File: src/rtl/etr_pkg.sv
package etr_pkg;

    typedef enum logic [2:0] {
        ST_BOOT,
        ST_IDLE,
        ST_LOAD,
        ST_ACTIVE,
        ST_WRITE
    } etr_state_e;

endpackage

File: src/rtl/etr_sat_inc.sv
// Saturating +1: returns the input unchanged when it is already all-ones.
module etr_sat_inc #(
    parameter int W = 16
) (
    input  logic [W-1:0] val,
    output logic [W-1:0] inc
);

    always_comb begin
        if (&val) begin
            inc = val;
        end else begin
            inc = val + 1'b1;
        end
    end

endmodule

File: src/rtl/etr_tick_div.sv
// Divides clock-enable pulses down to one tick per DIV pulses while running.
module etr_tick_div #(
    parameter int DIV = 4
) (
    input  logic clk,
    input  logic rst_n,
    input  logic clear,
    input  logic run,
    input  logic ce,
    output logic tick
);

    localparam int CW = (DIV > 1) ? $clog2(DIV) : 1;

    logic [CW-1:0] cnt_d, cnt_q;

    always_comb begin
        tick  = run && ce && (cnt_q == CW'(DIV - 1));
        cnt_d = cnt_q;
        if (clear) begin
            cnt_d = '0;
        end else if (run && ce) begin
            cnt_d = tick ? '0 : cnt_q + 1'b1;
        end
    end

    always_ff @(posedge clk) begin
        if (!rst_n) begin
            cnt_q <= '0;
        end else begin
            cnt_q <= cnt_d;
        end
    end

endmodule

File: src/rtl/evt_time_logger.sv
// Elapsed-time and event recorder with store handshake.
// Parameter constraints: 1 <= G_CYC <= ES_CYC, ES_CYC >= 3, EW_CYC >= 1, TICK_DIV >= 2.
module evt_time_logger
    import etr_pkg::*;
#(
    parameter int TIME_W   = 32,
    parameter int CNT_W    = 16,
    parameter int TICK_DIV = 8192,
    parameter int G_CYC    = 16,
    parameter int ES_CYC   = 256,
    parameter int EW_CYC   = 1000
) (
    input  logic              clk,
    input  logic              rst_n,
    input  logic              evt_in,
    input  logic              ce,
    input  logic              st_rd_ack,
    input  logic [TIME_W-1:0] st_rd_time,
    input  logic [CNT_W-1:0]  st_rd_count,
    output logic              st_rd_req,
    output logic              st_wr_en,
    output logic [TIME_W-1:0] st_wr_time,
    output logic [CNT_W-1:0]  st_wr_count,
    output logic [TIME_W-1:0] elapsed_time,
    output logic [CNT_W-1:0]  event_count,
    output logic              data_invalid,
    output logic              busy
);

    localparam int HI_W = $clog2(ES_CYC + 1);
    localparam int EW_W = $clog2(EW_CYC + 1);

    typedef struct packed {
        etr_state_e         state;
        logic               evt;
        logic [HI_W-1:0]    hi;
        logic               ended;
        logic [TIME_W-1:0]  etime;
        logic [CNT_W-1:0]   ecnt;
        logic [EW_W-1:0]    ew;
        logic               wr;
    } regs_t;

    regs_t r_d, r_q;

    logic              rise;
    logic              in_event;
    logic              tick;
    logic [TIME_W-1:0] time_inc;
    logic [CNT_W-1:0]  cnt_inc;

    assign rise     = evt_in && !r_q.evt;
    assign in_event = (r_q.state == ST_LOAD) || (r_q.state == ST_ACTIVE);

    etr_tick_div #(
        .DIV (TICK_DIV)
    ) u_div (
        .clk   (clk),
        .rst_n (rst_n),
        .clear ((r_q.state == ST_IDLE) && rise),
        .run   (in_event),
        .ce    (ce),
        .tick  (tick)
    );

    etr_sat_inc #(.W(TIME_W)) u_time_inc (.val(r_q.etime), .inc(time_inc));
    etr_sat_inc #(.W(CNT_W))  u_cnt_inc  (.val(r_q.ecnt),  .inc(cnt_inc));

    always_comb begin
        r_d     = r_q;
        r_d.evt = evt_in;
        r_d.wr  = 1'b0;

        if (in_event) begin
            if (!r_q.ended && evt_in && (r_q.hi != HI_W'(ES_CYC))) begin
                r_d.hi = r_q.hi + 1'b1;
            end
            if (!evt_in) begin
                r_d.ended = 1'b1;
            end
        end

        case (r_q.state)
            ST_BOOT: begin
                if (st_rd_ack) begin
                    r_d.etime = st_rd_time;
                    r_d.ecnt  = st_rd_count;
                    r_d.state = ST_IDLE;
                end
            end
            ST_IDLE: begin
                if (rise) begin
                    r_d.state = ST_LOAD;
                    r_d.hi    = HI_W'(1);
                    r_d.ended = 1'b0;
                end
            end
            ST_LOAD: begin
                if (st_rd_ack) begin
                    r_d.etime = st_rd_time;
                    r_d.ecnt  = st_rd_count;
                    r_d.state = ST_ACTIVE;
                end
            end
            ST_ACTIVE: begin
                if (r_q.ended || !evt_in) begin
                    if (r_q.hi >= HI_W'(G_CYC)) begin
                        r_d.ecnt  = cnt_inc;
                        r_d.wr    = 1'b1;
                        r_d.ew    = EW_W'(EW_CYC - 1);
                        r_d.state = ST_WRITE;
                    end else begin
                        r_d.state = ST_IDLE;
                    end
                end else if (tick && (r_q.hi == HI_W'(ES_CYC))) begin
                    r_d.etime = time_inc;
                end
            end
            ST_WRITE: begin
                if (r_q.ew == '0) begin
                    r_d.state = ST_IDLE;
                end else begin
                    r_d.ew = r_q.ew - 1'b1;
                end
            end
            default: begin
                r_d.state = ST_BOOT;
            end
        endcase
    end

    always_ff @(posedge clk) begin
        if (!rst_n) begin
            r_q       <= '0;
            r_q.state <= ST_BOOT;
        end else begin
            r_q <= r_d;
        end
    end

    assign st_rd_req    = (r_q.state == ST_BOOT) || (r_q.state == ST_LOAD);
    assign data_invalid = (r_q.state == ST_BOOT) || (r_q.state == ST_LOAD);
    assign busy         = (r_q.state == ST_WRITE);
    assign st_wr_en     = r_q.wr;
    assign st_wr_time   = r_q.etime;
    assign st_wr_count  = r_q.ecnt;
    assign elapsed_time = r_q.etime;
    assign event_count  = r_q.ecnt;

endmodule

File: config.mk
export PLATFORM = sky130hd
export DESIGN_NAME = evt_time_logger
export DESIGN_NICKNAME = d
export VERILOG_FILES = /design/src/rtl/etr_pkg.sv /design/src/rtl/etr_sat_inc.sv /design/src/rtl/etr_tick_div.sv /design/src/rtl/evt_time_logger.sv
export SDC_FILE = /design/constraint.sdc
export NUM_CORES = 1
export LEC_CHECK = 0
export ABC_AREA = 1
export BUFFER_PORTS_ARGS = -buffer_cell sky130_fd_sc_hd__buf_4
export CORE_MARGIN = 3
export CORE_UTILIZATION = 49
export DETAILED_ROUTE_END_ITERATION = 8
export PLACE_DENSITY = 0.77
export SYNTH_ARGS = -nofsm -noshare
export SYNTH_HDL_FRONTEND = slang
export SYNTH_SLANG_ARGS = --single-unit
File: constraint.sdc
create_clock -name clk -period 1.55 [get_ports clk]
set_input_delay 0.155 -clock clk [delete_from_list [all_inputs] [get_ports clk]]
set_output_delay 0.155 -clock clk [all_outputs]
set_load 0.005 [all_outputs]
==> reports/metrics.yaml <==
synthToLayoutAreaGrowth_pct: 46.3
maxSlewViolCount: 0
nNetsFinal: 1346
vias_per_cell: 5.28
rsz0062_at_grt: "yes"
cap_violations: 0
critPathCaptureType: "flop"
globalRouteOverflowTotal: 0
dp_hpwl_mm: 13.3
outcome: "complete, but fails checks"
start_util: 0.512
route.detailed.drc: 0
std_cell_rows: 40
port_buffers: 152
grt_pass1_vias: 7101
drt_first_pass_iters: 5
wl_per_cell_um: 14.9
cts_buffers: 9
ioPinCount: 153
post-place-ws_ns: -0.106
clockRootBuffer: "clkbuf_16"
die-area_sq_um: 14200
htreeDepth: 3
cts_tree: "built"
syn_area_sq_um: 6280
antennaDiodeCount: 0
cts.path.max_buffers: 2
r2r_end: "elapsed_time[14]$_SDFFE_PN0P_"
synth.distinct_cells: 35
r2r_slack_ns: -0.24
relSlewSlack: 0.710
syn_avg_cell_area_sq_um: 5.85
die_w_um: 119
syn_inst: 1073
rr_startpoint: "elapsed_time[15]$_SDFFE_PN0P_"
power.density_nw_per_um2: 1290
holdBufCountCts: 0
num_vias: 7692
grt_max_degree: 60
fmax_mhz: 557
ys.warnings.count: 0
p_leak_nw: 4.54
crit_type: "flop to flop"
grt_use_total: 0.270
ant_nets: 0
cts_sinks: 86
hold_viol: 0
setup_ws_ns: -0.245
crit_start: "elapsed_time[15]$_SDFFE_PN0P_"
reg2regPathDepth: 10
finalClockSkew_ns: 0.0108
crit_arrival_ns: 2.04
yosysSeqAreaShare: 0.274
fp.coreArea_sq_um: 12300
grt-busiest-layer: "met2"
grt_pass1_wl_mm: 32.1
routed_wl_mm: 21.7
violations: "negative setup slack"
use_met2: 0.465
drive_above_1_share: 0.382
drt_iter0_drc: 717
syn_nets: 1133
power.total_mw: 11.8
grt.met3_usage: 0.0570
worst_pin_slew_ns: 0.432
worst_ep_required_time_ns: 1.79
die_h_um: 119
vdd_drop_max_mv: 0.818
period_minus_slack_ns: 1.79
holdCritPathClass: "input port to flop"
critical_path.endpoint: "elapsed_time[14]$_SDFFE_PN0P_"
antenna_found_initial: 0
cp-start-kind: "flop"
clkTransAtPathRegs_ns: 0.07
fin_crit_sh: 1.16
use_met1: 0.310
cp_max_fo: 12
hold-path-cell-count: 3
place.gp.congestion: 0.937
clk_latency_ns: 0.35
setup_viol: 43
ys_ff_latch: 86
## cells in the final DEF, fill, tap and decap left out, drive strengths merged
cell type,Yosys,final
o221ai,1,1
o22ai,1,1
nor2,207,207
o21ai,56,56
nor3b,1,1
clkinv,0,3
nor3,13,13
o31ai,1,1
a21oi,32,32
bufinv,0,1
a31oi,2,2
ha,7,7
nand4,12,12
dfxtp,86,86
xnor2,2,2
nand3b,3,3
xor2,8,8
nand2,342,342
nor4,1,1
o21bai,1,1
or2,1,1
inv,107,106
a211oi,2,2
buf,110,325
nand3,60,60
o21a,3,3
clkbuf,14,13
## per-stage QoR
stage,hold slack [ns],setup TNS (ns),instance area [sq um],utilization,instances
2_1_floorplan,0.248,0,6300,-,1073
3_3_place_gp,0.355,-1.96,7880,0.643,1413
3_5_place_dp,0.362,-3.48,7880,0.643,1413
4_1_cts,0.00215,-2.88,8620,0.703,1442
5_1_grt,0.000283,-10.79,9190,0.749,1458
6_report,0.0111,-6.05,9190,0.749,1458
## metal layers
| metal | up-vias | part of all wire |
|---|---|---|
| li1 | 3673 | - |
| met1 | 3490 | 0.38 |
| met2 | 418 | 0.49 |
| met3 | 111 | 0.079 |
| met4 | 0 | 0.051 |
| met5 | - | 0 |
## cells by family after synthesis
family,share of synthesized area
AOI/OAI and AO/OA,0.0829
xor gates and xnor gates,0.0140
adders and majority gates,0.0139
buffers and inverters,0.203
DFF,0.274
and+or+nand+nor,0.412
## layout make-up
| class | count | area (sq um) |
|---|---|---|
| clock inverters | 3 | 43.8 |
| well taps | 168 | 210 |
| multi-input cells | 756 | 3820 |
| fillers | 898 | 3080 |
| clock buffers | 12 | 256 |
| inverters | 107 | 412 |
| flip-flops and latches | 86 | 1770 |
| repair buffers | 326 | 2680 |
## cells in the mapped netlist
| master | instances | area share |
|---|---|---|
| o21a_1 | 3 | 0.0036 |
| nor3_1 | 12 | 0.0096 |
| nand3b_1 | 3 | 0.0036 |
| inv_1 | 102 | 0.061 |
| nand3_1 | 58 | 0.046 |
| a31oi_1 | 2 | 0.0020 |
| o21ai_0 | 56 | 0.045 |
| nand4_1 | 12 | 0.012 |
| ha_1 | 7 | 0.014 |
| o21bai_1 | 1 | 0.0012 |
| o31ai_1 | 1 | 0.0012 |
| a21oi_1 | 32 | 0.026 |
| dfxtp_1 | 86 | 0.27 |
| buf_4 | 102 | 0.12 |
| inv_2 | 5 | 0.0030 |
| nand3_2 | 1 | 0.0016 |
| nand2_1 | 341 | 0.20 |
| nor2_4 | 1 | 0.0018 |
| clkbuf_1 | 14 | 0.0084 |
| xor2_1 | 8 | 0.011 |
| a211oi_1 | 2 | 0.0024 |
| buf_6 | 3 | 0.0054 |
| nand2_4 | 1 | 0.0018 |
| o22ai_1 | 1 | 0.0010 |
| nor2_2 | 1 | 0.0010 |
| nand3_4 | 1 | 0.0028 |
| buf_1 | 1 | 0.00060 |
| or2_2 | 1 | 0.0010 |
| nor2_1 | 205 | 0.12 |
| buf_2 | 4 | 0.0032 |
| nor3b_1 | 1 | 0.0012 |
| nor4_1 | 1 | 0.0010 |
| xnor2_1 | 2 | 0.0028 |
| nor3_2 | 1 | 0.0016 |
| o221ai_1 | 1 | 0.0014 |
## worst max-delay path: stages (launching register included)
cell     delay (ns)
dfxtp_1        0.36
nand2_1        0.12
nor2_2         0.18
nand2_1        0.14
nor2_4         0.14
nand3_2        0.09
nand3_4        0.16
buf_16         0.17
nand2_1        0.10
nand2_1        0.15
nor2_1         0.08
## report_power, final
group          total (mW)  switching, mW  internal [mW]
clock network        2.26          0.928           1.33
registers            3.10          0.419           2.68
logic                6.45           3.23           3.23
## worst min path at each step
| stage | startpoint | endpoint | slack, ns |
|---|---|---|---|
| after global routing | evt_in | r_q[69]$_SDFF_PN0_ | 0.0003 |
| after global placement | evt_in | r_q[69]$_SDFF_PN0_ | 0.35 |
| after CTS | evt_in | r_q[69]$_SDFF_PN0_ | 0.002 |
| final | evt_in | r_q[69]$_SDFF_PN0_ | 0.01 |
| after floorplan | evt_in | r_q[69]$_SDFF_PN0_ | 0.25 |
| after detailed placement | evt_in | r_q[69]$_SDFF_PN0_ | 0.36 |
## repair_timing
item	in CTS	in global routing
setup buffers	8	17
endpoints found under the setup margin	57	73
pin swaps	9	36
cloned	6	1
resized for setup	73	145
hold endpoints to repair	0	0
## state kept, by name, summed over array words and instances (netlist names)
| name | flops |
|---|---|
| elapsed_time | 32 |
| r_q | 24 |
| event_count | 16 |
| u_div.cnt_q | 13 |
| st_wr_en | 1 |
No activity file was read; power rests on OpenSTA's default activity.
